File: src/rtl/qdec_pkg.sv
package qdec_pkg;
  // Strobes from the control to the datapath, valid for one cycle
  typedef struct packed {
    logic step;      // apply one count step
    logic stepUp;    // direction of that step
    logic phaseErr;  // undecodable transition seen
  } qdec_strobe_t;
endpackage

File: src/rtl/qdec_ctrl.sv
module qdec_ctrl #(
  parameter int SYNC_STAGES = 2
) (
  input  logic                  clk,
  input  logic                  rstN,
  input  logic                  encA,
  input  logic                  encB,
  input  logic                  modeDirCount,
  input  logic                  swapInputs,
  output qdec_pkg::qdec_strobe_t strobe
);
  localparam int LAST = SYNC_STAGES - 1;

  logic [LAST:0] syncA;
  logic [LAST:0] syncB;
  logic [1:0]    abNow;
  logic [1:0]    abPrev;
  logic [1:0]    delta;

  generate
    if (SYNC_STAGES == 1) begin : g_sync1
      always_ff @(posedge clk) begin
        if (!rstN) begin
          syncA <= '0;
          syncB <= '0;
        end else begin
          syncA <= encA;
          syncB <= encB;
        end
      end
    end else begin : g_syncN
      always_ff @(posedge clk) begin
        if (!rstN) begin
          syncA <= '0;
          syncB <= '0;
        end else begin
          syncA <= {syncA[LAST-1:0], encA};
          syncB <= {syncB[LAST-1:0], encB};
        end
      end
    end
  endgenerate

  // Role exchange ahead of the decoder
  assign abNow = swapInputs ? {syncB[LAST], syncA[LAST]}
                            : {syncA[LAST], syncB[LAST]};
  assign delta = abPrev ^ abNow;

  always_ff @(posedge clk) begin
    if (!rstN) abPrev <= 2'b00;
    else       abPrev <= abNow;
  end

  always_comb begin
    strobe = '0;
    if (modeDirCount) begin
      strobe.step   = !abPrev[1] && abNow[1];
      strobe.stepUp = abNow[0];
    end else begin
      unique case (delta)
        2'b00: ;
        2'b11: strobe.phaseErr = 1'b1;
        default: begin
          strobe.step = 1'b1;
          unique case ({abPrev, abNow})
            4'b0010, 4'b1011, 4'b1101, 4'b0100: strobe.stepUp = 1'b1;
            default:                            strobe.stepUp = 1'b0;
          endcase
        end
      endcase
    end
  end
endmodule

File: src/rtl/qdec_datapath.sv
module qdec_datapath #(
  parameter int POS_W = 32
) (
  input  logic                   clk,
  input  logic                   rstN,
  input  qdec_pkg::qdec_strobe_t strobe,
  input  logic                   posClear,
  input  logic                   errClear,
  input  logic                   irqEnable,
  output logic [POS_W-1:0]       position,
  output logic                   countPulse,
  output logic                   dirUp,
  output logic                   phaseErrFlag,
  output logic                   irqPulse
);
  localparam logic [POS_W-1:0] ONE = POS_W'(1);

  always_ff @(posedge clk) begin
    if (!rstN) begin
      position     <= '0;
      countPulse   <= 1'b0;
      dirUp        <= 1'b1;
      phaseErrFlag <= 1'b0;
      irqPulse     <= 1'b0;
    end else begin
      countPulse <= strobe.step && !posClear;
      if (posClear)
        position <= '0;
      else if (strobe.step)
        position <= strobe.stepUp ? position + ONE : position - ONE;
      if (strobe.step && !posClear)
        dirUp <= strobe.stepUp;
      phaseErrFlag <= strobe.phaseErr || (phaseErrFlag && !errClear);
      irqPulse     <= strobe.phaseErr && irqEnable;
    end
  end
endmodule

File: src/rtl/qdec_position_top.sv
module qdec_position_top #(
  parameter int POS_W       = 32,
  parameter int SYNC_STAGES = 2
) (
  input  logic             clk,
  input  logic             rstN,
  input  logic             encA,
  input  logic             encB,
  input  logic             modeDirCount,
  input  logic             swapInputs,
  input  logic             posClear,
  input  logic             errClear,
  input  logic             irqEnable,
  output logic [POS_W-1:0] position,
  output logic             countPulse,
  output logic             dirUp,
  output logic             phaseErrFlag,
  output logic             irqPulse
);
  qdec_pkg::qdec_strobe_t strobe;

  qdec_ctrl #(.SYNC_STAGES(SYNC_STAGES)) ctrl_i (
    .clk(clk), .rstN(rstN), .encA(encA), .encB(encB),
    .modeDirCount(modeDirCount), .swapInputs(swapInputs), .strobe(strobe)
  );

  qdec_datapath #(.POS_W(POS_W)) dp_i (
    .clk(clk), .rstN(rstN), .strobe(strobe), .posClear(posClear),
    .errClear(errClear), .irqEnable(irqEnable), .position(position),
    .countPulse(countPulse), .dirUp(dirUp), .phaseErrFlag(phaseErrFlag),
    .irqPulse(irqPulse)
  );
endmodule

File: config.mk
export PLATFORM = sky130hd
export DESIGN_NAME = qdec_position_top
export DESIGN_NICKNAME = d
export VERILOG_FILES = /design/src/rtl/qdec_pkg.sv /design/src/rtl/qdec_ctrl.sv /design/src/rtl/qdec_datapath.sv /design/src/rtl/qdec_position_top.sv
export SDC_FILE = /design/constraint.sdc
export NUM_CORES = 1
export LEC_CHECK = 0
export ABC_AREA = 0
export CAP_MARGIN = 5
export CORE_ASPECT_RATIO = 1.75
export CORE_MARGIN = 5
export CORE_UTILIZATION = 49
export CTS_BUF_LIST = sky130_fd_sc_hd__clkbuf_4 sky130_fd_sc_hd__clkbuf_8
export CTS_CLUSTER_SIZE = 14
export DETAILED_ROUTE_END_ITERATION = 10
export GPL_ROUTABILITY_DRIVEN = 0
export HOLD_SLACK_MARGIN = 0.05
export PLACE_DENSITY = 0.7
export SLEW_MARGIN = 20
export SYNTH_ARGS = -nofsm -noshare
export SYNTH_HDL_FRONTEND = slang
export SYNTH_HIERARCHICAL = 1
export SYNTH_SLANG_ARGS = --single-unit
File: constraint.sdc
create_clock -name clk -period 8 [get_ports clk]
set_input_delay 0.8 -clock clk [delete_from_list [all_inputs] [get_ports clk]]
set_output_delay 0.8 -clock clk [all_outputs]
set_load 0.01 [all_outputs]
* After elaboration in Yosys (flattened, before gate mapping)
Index checks and enable logic that the tools add are counted.
Operators by class: equality and inequality tests 5, multiplexer cells 7, reductions and logical operators 12, add/subtract/negate cells 2, bitwise gates (word level) 2
Operator list (count):
- $add 32x1->32 const B | 1
- $mux 32 | 1
- $sub 32x1->32 const B | 1
- $eq 4x4->1 const B | 2
- $mux 2 | 3
- $eq 4x2->1 const B | 1
- $eq 4x3->1 const B | 1
- $logic_and 1x1->1 | 4
- $reduce_or 2->1 | 2
- $reduce_or 4->1 | 1
- $logic_not 1->1 | 3
- $mux 1 | 3
- $eq 2x2->1 const B | 1
- $logic_not 2->1 | 1
- $xor 2x2->2 | 1
- $logic_or 1x1->1 | 1
- $not 1->1 | 1
Storage, ports and cells: logic and storage cells 36, output and inout bits 36, bits in registers 42

* Depth between registers and ports, before layout
Gate-level depths: netlist of run 1.
depth in word-level cells 7, mapped depth 18, depth with buffers taken out 17

* By module
The synthesis of run 1 kept the hierarchy.
Modules (own cells, without submodules):
- qdec_datapath | sequential area each 720.7 um^2, times used 1, area each 2926.6 um^2, cells an instance 361
- qdec_ctrl | sequential area each 120.1 um^2, times used 1, area each 320.3 um^2, cells an instance 36

* Least setup slack after synthesis of run 1
No wires, ideal clock.
path kind input to register, from input port swapInputs, to register dp_i.position[21], slack 3.292 ns, required time 7.876 ns, setup time 0.124 ns, data arrival time 4.584 ns, stages on the path 17, cells stage by stage mux2_2 > ha_1 > inv_1 > ha_1 > o21ai_0 > a31oi_1 > inv_1 > ha_1 > a211oi_2 > o21ai_1 > a311o_2 > a311oi_2 > o21ai_2 > a31oi_4 > nor3_2 > o311ai_1 > a21oi_1
RTL lines:
- from (decl) | line qdec_position_top.sv:10 | input logic swapInputs,
- to (signal assigned) | line qdec_datapath.sv:30 | position <= strobe.stepUp ? position + ONE : position - ONE;
- to (decl) | line qdec_datapath.sv:10 | output logic [POS_W-1:0] position,

==> flow_summary_export.csv, run 1 <==
group,metric,value,unit
logic_synthesis,synthesis.area,3247,sq um
route,drt_wl_total,8099,um
clocking,clk_pin_slew,80,ps
global_route,grt_pass1_vias,3059,
logic_synthesis,synthArstFlopShare,0,
timing,rsz0062_at_grt,"no",
logic_synthesis,synth_seq_cells,42,
route,wl_met2,4280,um
floorplan,die_y,117.7,um
floorplan,rows,39,
power_and_ir_drop,p_leak,1.603,nW
clocking,hold_buffers,0,
logic_synthesis,yosysWarnings,6,
clocking,clock_latency,310,ps
logic_synthesis,synth_edf_count,0,
timing,worstMarginPinSlew,850.5,ps
clocking,cts.path.max_buffers,2,
worst_setup_path,criticalPathCategory,"primary input to flop",
placed_design,dp_hpwl,6095,um
logic_synthesis,synth.top_cell.area_share,0.2590,
power_and_ir_drop,power.density,185.7,nW/um^2
worst_setup_path,worstPathArrival,5490,ps
timing,finalCritPeriodShare,0.6612,
logic_synthesis,synthCells,397,
route,avgViaCountPerCell,5.917,
hold_path,min_path_type,"flop to flop",
global_route,gr-total-overflow,0,
final_layout,n_fill_cell,611,
timing,skew,10.07,ps
hold_path,worstHoldStart,"ctrl_i/syncB[0]",
final_layout,drive_above_1_share,0.06606,
timing,fmaxAchievable,0.1890,GHz
route,drt-met1-wl,3260,um
logic_synthesis,synth_area_leaders,"dfxtp_1, ha_1, a21oi_1",
power_and_ir_drop,vdd_drop_max,0.00009691,V
worst_setup_path,rr_startpoint,"ctrl_i/syncB[1]",
route,first_iter_violations,182,
worst_setup_path,crit_fanout,32,
clocking,post-cts-setup-buffer-count,0,
global_route,grt_pass1_wl,13720,um
worst_setup_path,cp.required,8200,ps
timing,setup_tns,0,ps
worst_setup_path,cp-startpoint,"swapInputs",
logic_synthesis,yosysTopAreaCell,"dfxtp_1",
route,wl_per_cell,15.55,um
clocking,root_buffer,"clkbuf_8",
logic_synthesis,yosysSeqAreaShare,0.2590,
flow_run,cap_violations,0,
logic_synthesis,ys_types,58,
route,antenna_left,0,
worst_setup_path,end_kind,"flop",
route,vias,3083,
route,dr.pass1.iters,4,
power_and_ir_drop,clkPwrFrac,0.208,
logic_synthesis,syn_area_per_cell,8.178,sq um
timing,slew_headroom,0.4330,
clocking,cts.sinks,42,
floorplan,coreArea,6490,sq um
logic_synthesis,ys_top_cells_by_count,"dfxtp_1, nor2_1, a21oi_1",
timing,setup_viol,0,
route,drt_drc_violations_left,0,
power_and_ir_drop,p_seq_frac,0.326,
final_layout,nNetsFinal,480,
final_layout,diodes,0,
floorplan,die-area,8419,sq um
floorplan,initial_core_util,0.5003,
worst_setup_path,start_kind,"primary input",
power_and_ir_drop,power,0.7099,mW
logic_synthesis,syn_nets,439,
timing,min_period,5290,ps
clocking,ctsResizeCount,0,
route,wl_met3,267,um
logic_synthesis,yosys_most_used_dff,"dfxtp_1",
power_and_ir_drop,switching_share,0.3875,
clocking,cts_buffers,5,
global_route,grt_antenna_before_repair,0,
timing,finalHoldViolCount,0,
power_and_ir_drop,p_switching,0.2751,mW
power_and_ir_drop,comb_power_share,0.466,
clocking,cts_tree,"done",
timing,maxSlewViolCount,0,
global_route,grt_max_degree,34,
floorplan,fp.dieW,71.54,um
power_and_ir_drop,internal_power,0.4348,mW
global_route,grtUsageTotal,0.1966,
placed_design,numPortBuffers,44,
run_status,status,"complete, no violations",
route,maxUsedRoutingLayer,"met4",
clocking,htree_levels,2,
floorplan,top_level_ports,45,
final_layout,syn2layout_area_growth,17.77,%
==> through the flow <==
step                instances  utilization  area (sq um)  worst slack (ps)  hold WS (ps)
detailed placement        513       0.5745          3729              2518         421.2
finish                    521       0.5892          3824              2710         437.6
global placement          513       0.5745          3729              2683         415.9
global route              521       0.5892          3824              2443         473.8
floorplan                 397            -          3247              3292         411.8
CTS                       521       0.5892          3824              2789         443.7
==> critical path, cell delays in order <==
cell and delay, ps:
clkdlybuf4s50_1 560, mux2_2 380, ha_1 290, inv_1 40, ha_1 270, o21ai_0 90
a31oi_1 310, inv_1 70, buf_4 260, ha_1 390, and3_1 220, a31oi_1 190
o21ai_1 90, a31oi_1 280, o21ai_2 180, a31oi_1 380, o21bai_1 150, nor4b_1 160
a311o_1 350
==> routing by layer <==
metal	vias to the layer above	track usage
met1	1466	0.2052
met5	-	0
met2	69	0.3623
met4	0	0.09882
met3	26	0.03333
li1	1522	-
==> worst paths after layout <==
path | depth (start not counted) | slack [ps] | endpoint
max | 19 | 2710 | dp_i/position[26]
min | 1 | 440 | ctrl_i/syncB[1]
max reg2reg | 18 | 3470 | dp_i/position[26]
min reg2reg | 1 | 440 | ctrl_i/syncB[1]
==> power by group through the flow <==
stage	Clock, mW	Combinational (mW)	Sequential, mW
2_1_floorplan	0	0.246	0.239
3_3_place_gp	0	0.323	0.236
3_5_place_dp	0	0.326	0.236
4_1_cts	0.154	0.329	0.232
5_1_grt	0.157	0.364	0.234
6_report	0.148	0.331	0.231
==> cells in the final DEF (no fill, tap or decap), types with 8 or more instances in the layout <==
cell,netlist,layout
ha_1,32,32
o21bai_1,10,10
nor2_1,42,42
o21ai_0,13,13
a21o_1,9,9
dfxtp_1,42,42
mux2i_1,16,16
nand2_1,30,30
nand3_1,11,11
nor2b_1,8,8
a21oi_1,40,40
clkdlybuf4s50_1,0,44
inv_1,17,17
xnor2_1,16,16
a31oi_1,8,8
==> layout make-up <==
class / instances / area (sq um) / share of cell area
well taps: 82 / 102.6 / 0.02683
repair buffers: 47 / 462.9 / 0.1211
multi-input cells: 325 / 2258 / 0.5906
clock buffers: 6 / 82.58 / 0.02160
clock inverters: 2 / 12.51 / 0.003272
inverters: 17 / 63.81 / 0.01669
flip-flops and latches: 42 / 840.8 / 0.2199
==> cells by family (layout without fill, tap and decap cells) <==
| group | Yosys count | in the layout | share of synthesized area |
|---|---|---|---|
| flip-flops | 42 | 42 | 0.2590 |
| AO/OA/AOI/OAI | 122 | 122 | 0.2563 |
| XOR/XNOR | 22 | 22 | 0.05934 |
| AND/OR/NAND/NOR | 130 | 130 | 0.1942 |
| adder cells (fa/ha/maj) | 33 | 33 | 0.1295 |
| buffers and inverters | 30 | 72 | 0.04547 |
| multiplexers | 18 | 18 | 0.05626 |
==> registers in the layout, summed over array words and instances (netlist names) <==
register           flops
dp_i/dirUp             1
dp_i/irqPulse          1
ctrl_i/syncB           2
ctrl_i/syncA           2
dp_i/countPulse        1
dp_i/phaseErrFlag      1
dp_i/position         32
ctrl_i/abPrev          2
No activity file was read; power rests on OpenSTA's default activity.
==> run 2: changes to the inputs <==
Clock period 8 ns to 5.3 ns, I/O delays scaled along.
==> run 2 against run 1 <==
Against the previous run:
- largest cell class unchanged
- global-route usage grew 0.54 points
- clock-buffer cell count is the same
- flip-flop and latch count is the same
- sequential share of layout area shrank 0.27 points
- first-iteration DRC count shrank 42%
- worst hold slack gained 7.2 ps
- highest routed layer unchanged
- core utilization grew 0.73 points
- worst setup slack lost 2100 ps
- final cell count grew 0.58%
- critical path depth is the same
- total power grew 58%
- largest power group unchanged
- non-clock buffer count grew 4
==> flow_summary_export.csv, run 2 (synthesis results as in run 1) <==
group,metric,value,unit
run_status,status,"complete, no violations",
timing,maxSlewViolCount,0,
floorplan,initial_core_util,0.5003,
route,vias,3057,
clocking,cts.path.max_buffers,2,
floorplan,fp.dieW,71.54,um
worst_setup_path,crit_fanout,12,
placed_design,post_dp_cell_area,3759,sq um
clocking,clk_pin_slew,80,ps
final_layout,syn2layout_area_growth,19.23,%
placed_design,numPortBuffers,44,
route,antenna_left,0,
flow_run,cap_violations,0,
clocking,post-cts-setup-buffer-count,0,
timing,rsz0062_at_grt,"no",
timing,min_period,4681,ps
power_and_ir_drop,p_leak,1.631,nW
worst_setup_path,cpMostUsedCell,"a31oi_1",
hold_path,min_path_type,"flop to flop",
worst_setup_path,cp.required,5490,ps
worst_setup_path,start_kind,"primary input",
worst_setup_path,end_kind,"flop",
route,dr.pass1.iters,4,
timing,worstMarginPinSlew,1090,ps
final_layout,final_core_util,0.5965,
global_route,grt_antenna_before_repair,0,
route,avgViaCountPerCell,5.834,
power_and_ir_drop,p_switching,0.4109,mW
route,drt_drc_violations_left,0,
final_layout,diodes,0,
timing,setup_viol,0,
power_and_ir_drop,switching_share,0.3670,
clocking,cts_buffers,5,
power_and_ir_drop,internal_power,0.7087,mW
worst_setup_path,rrSetupSlack,1130,ps
final_layout,largest_reg_flops,32,
timing,finalCritPeriodShare,0.8833,
floorplan,top_level_ports,45,
floorplan,coreArea,6490,sq um
timing,skew,8.607,ps
route,first_iter_violations,105,
floorplan,die_y,117.7,um
power_and_ir_drop,clkPwrFrac,0.235,
global_route,gr-total-overflow,0,
worst_setup_path,worst_path_max_delay_cell,"clkdlybuf4s50_1",
worst_setup_path,cp-startpoint,"swapInputs",
global_route,grt_max_degree,34,
worst_setup_path,worstPathArrival,4880,ps
timing,fmaxAchievable,0.2136,GHz
clocking,root_buffer,"clkbuf_8",
global_route,grtUsageTotal,0.2019,
floorplan,die-area,8419,sq um
route,drt_wl_total,8267,um
global_route,grt_pass1_wl,13940,um
power_and_ir_drop,comb_power_share,0.453,
global_route,grt_pass1_vias,3091,
power_and_ir_drop,vdd_drop_max,0.0001710,V
power_and_ir_drop,power.density,289.2,nW/um^2
timing,setup_tns,0,ps
worst_setup_path,crit_path_max_incr_delay,570,ps
timing,slew_headroom,0.2718,
final_layout,final_cell_mix,"clkdlybuf4s50_1, nor2_1, dfxtp_1",
final_layout,layout_commonest_cell,"clkdlybuf4s50_1",
worst_setup_path,worst-path-buf-inv,4,
clocking,cts_tree,"done",
route,wl_per_cell,15.78,um
worst_setup_path,cpLargestDelayFamily,"compound AO/OA/AOI/OAI gates",
floorplan,rows,39,
final_layout,drive_above_1_share,0.07240,
clocking,ctsResizeCount,0,
worst_setup_path,path_cells,"clkdlybuf4s50_1, mux2_2, ha_1, inv_1, ha_1, o21ai_0, a31oi_1, inv_1, buf_4, ha_1, and3_1, a31oi_1, o21ai_1, a31oi_1, o21ai_2, a31oi_1, o21bai_1, nor4b_1, a311o_1",
worst_setup_path,criticalPathCategory,"primary input to flop",
timing,whs,444.8,ps
final_layout,top_register,"dp_i/position",
power_and_ir_drop,p_seq_frac,0.312,
clocking,htree_levels,2,
worst_setup_path,rr_startpoint,"ctrl_i/syncB[1]",
clocking,cts.sinks,42,
hold_path,worstHoldStart,"ctrl_i/syncA[0]",
timing,finalHoldViolCount,0,
final_layout,design_area,3871,sq um
clocking,clock_latency,300,ps
clocking,hold_buffers,0,
final_layout,nNetsFinal,484,
placed_design,dp_hpwl,6232,um
run 2: cell types whose count changed in the layout (fill, tap and decap cells not counted):
cell and change:
clkinvlp_4 -1, clkinv_2 -1, buf_4 +4, bufinv_16 +1
run 2: stage by stage:
step                      power, mW  instances  setup slack, ps
after global routing          1.196        524            339.9
after global placement       0.8514        517            433.3
after CTS                     1.127        524            669.7
after detailed placement     0.8558        517            354.7
final                         1.120        524            618.6
after floorplan              0.7330        397            862.0
run 2: cell type report:
cell class / count / area (sq um)
flip-flops and latches: 42 / 840.8
multi-input cells: 325 / 2258
inverters: 17 / 63.81
clock buffers: 6 / 82.58
clock inverters: 1 / 30.03
fillers: 615 / 2619
well taps: 82 / 102.6
repair buffers: 51 / 493.0
run 2: worst paths after layout:
kind	to	cells past startpoint
worst max-delay path	dp_i/position[26]	19
worst min-delay path	ctrl_i/syncA[1]	1
worst max register to register	dp_i/position[26]	18
worst min register to register	ctrl_i/syncA[1]	1
run 2: per-layer routing:
| metal | part of all wire | GRT usage | wire length, um |
|---|---|---|---|
| met1 | 0.40 | 0.2132 | 3309 |
| met2 | 0.53 | 0.3692 | 4341 |
| met5 | 0 | 0 | 0 |
| met4 | 0.043 | 0.1082 | 359 |
| met3 | 0.031 | 0.02991 | 256 |
run 2: power groups by stage:
stage	clock (mW)	sequential, mW	combinational [mW]
after global routing	0.288	0.353	0.555
final	0.263	0.349	0.507
after global placement	0	0.356	0.495
after detailed placement	0	0.357	0.499
after CTS	0.275	0.350	0.503
after floorplan	0	0.361	0.372
run 2: worst register-to-register path, cell delays in order (launching register included):
cell      delay [ps]
dfxtp_1          360
mux2_2           290
ha_1             280
inv_1             40
ha_1             280
o21ai_0           80
a31oi_1          190
inv_1             80
buf_4            190
ha_1             350
and3_1           230
a31oi_1          170
o21ai_1           80
a31oi_1          300
o21ai_2          190
a31oi_1          260
o21bai_1         180
nor4b_1          180
a311o_1          340
==> run 3: changes to the inputs <==
Settings changed: REMOVE_ABC_BUFFERS set to 1.
==> run 3 against run 2 <==
Against the previous run:
- core utilization increased by 0.31 points
- clock power rose by 19%
- register-to-register slack worse by 180 ps
- sequential power is essentially flat
- total power up 4.3%
- worst hold slack lost 7.1 ps
- worst setup slack lost 180 ps
- flip-flop and latch count unchanged
- combinational power is essentially flat
- clock-buffer cell count is 1 lower
- critical endpoint is now dp_i/position[30]
- largest cell class unchanged
==> flow_summary_export.csv, run 3 (synthesis results as in run 1) <==
group,metric,value,unit
timing,maxSlewViolCount,0,
route,drt_drc_violations_left,0,
route,first_iter_violations,145,
worst_setup_path,end_kind,"flop",
clocking,clk_pin_slew,90,ps
floorplan,die-area,8419,sq um
final_layout,top_register,"dp_i/position",
power_and_ir_drop,power.density,300.2,nW/um^2
clocking,hold_buffers,0,
timing,rsz0062_at_grt,"no",
worst_setup_path,rr_startpoint,"ctrl_i/syncB[1]",
timing,fmaxAchievable,0.2056,GHz
timing,whs,437.7,ps
timing,slew_headroom,0.4422,
clocking,clock_latency,300,ps
worst_setup_path,criticalPathCategory,"primary input to flop",
timing,finalCritPeriodShare,0.9177,
placed_design,dp_hpwl,6091,um
hold_path,min_path_type,"flop to flop",
global_route,grtUsageTotal,0.1993,
run_status,status,"complete, no violations",
timing,min_period,4864,ps
timing,finalHoldViolCount,0,
clocking,cts.sinks,42,
worst_setup_path,cp.required,5480,ps
final_layout,drive_above_1_share,0.07466,
power_and_ir_drop,vdd_drop_max,0.0002057,V
timing,skew,4.236,ps
route,drt_wl_total,8176,um
global_route,grt_pass1_wl,13810,um
worst_setup_path,crit_fanout,17,
global_route,gr-total-overflow,0,
floorplan,rows,39,
floorplan,initial_core_util,0.5003,
clocking,htree_levels,2,
clocking,post-cts-setup-buffer-count,0,
flow_run,cap_violations,0,
clocking,cts_buffers,5,
final_layout,n_fill_cell,615,
worst_setup_path,worstPathArrival,5050,ps
floorplan,fp.dieW,71.54,um
final_layout,syn2layout_area_growth,19.85,%
clocking,cts_tree,"done",
final_layout,layout_commonest_cell,"clkdlybuf4s50_1",
worst_setup_path,start_kind,"primary input",
timing,setup_tns,0,ps
worst_setup_path,cp-startpoint,"swapInputs",
final_layout,final_cell_mix,"clkdlybuf4s50_1, nor2_1, dfxtp_1",
timing,setup_viol,0,
clocking,ctsResizeCount,0,
global_route,grt_antenna_before_repair,0,
global_route,grt_max_degree,34,
timing,worstMarginPinSlew,836.7,ps
route,dr.pass1.iters,4,
floorplan,coreArea,6490,sq um
power_and_ir_drop,p_leak,1.638,nW
final_layout,largest_reg_flops,32,
final_layout,nNetsFinal,483,
floorplan,die_y,117.7,um
final_layout,multi_input_area,2261,sq um
final_layout,area.sequential,840.8,sq um
hold_path,worstHoldStart,"ctrl_i/syncA[0]",
route,antenna_left,0,
clocking,cts.path.max_buffers,2,
route,wl_per_cell,15.60,um
global_route,grt_pass1_vias,3043,
final_layout,diodes,0,
route,avgViaCountPerCell,5.851,
route,vias,3066,
clocking,root_buffer,"clkbuf_8",
floorplan,top_level_ports,45,
placed_design,numPortBuffers,44,
[run 3: area by class of cell]
| type | instances | share of cell area |
|---|---|---|
| multi-input combinational | 325 | 0.5810 |
| sequential | 42 | 0.2161 |
| timing repair buffer | 50 | 0.1248 |
| tap | 82 | 0.02637 |
| clock buffer | 5 | 0.01768 |
| clock inverter | 3 | 0.01768 |
| inverter | 17 | 0.01640 |
[run 3: routing by layer]
metal  part of all wire  up-vias  track usage
li1                   -     1521            -
met5                  0        -            0
met1               0.39     1450       0.2124
met3              0.044       13      0.03761
met4              0.023        0      0.08353
met2               0.54       82       0.3681
[run 3: critical path, stage by stage]
cell and delay, ps:
clkdlybuf4s50_1 560, mux2_2 370, ha_1 280, inv_1 40
ha_1 270, o21ai_0 90, a31oi_1 310, inv_1 140
buf_4 230, ha_1 340, nor2b_1 200, o21ai_1 110
a21oi_1 240, a31oi_1 190, o21ai_2 350, a31oi_1 170
buf_4 180, a311oi_1 280, o211ai_1 150
[run 3: final timing paths]
check                                    endpoint  slack (ps)  cells past startpoint
worst max register to register  dp_i/position[30]         950                     18
worst max-delay path            dp_i/position[30]         440                     19
worst min-delay path              ctrl_i/syncA[1]         440                      1
worst min register to register    ctrl_i/syncA[1]         440                      1
[run 3: report_power, final]
part | switching (mW) | internal, mW
Sequential | 0.0157 | 0.334
Clock | 0.124 | 0.189
Combinational | 0.283 | 0.224
[run 3: through the flow]
step	worst slack, ps	util	cells	total power, mW	cell area, sq um
after detailed placement	184.7	0.5780	516	0.8558	3751
final	436.3	0.5996	524	1.168	3891
after global placement	318.2	0.5780	516	0.8496	3751
after floorplan	831.6	-	384	0.7230	3163
after CTS	462.6	0.5992	524	1.172	3889
after global routing	140.9	0.5996	524	1.240	3891
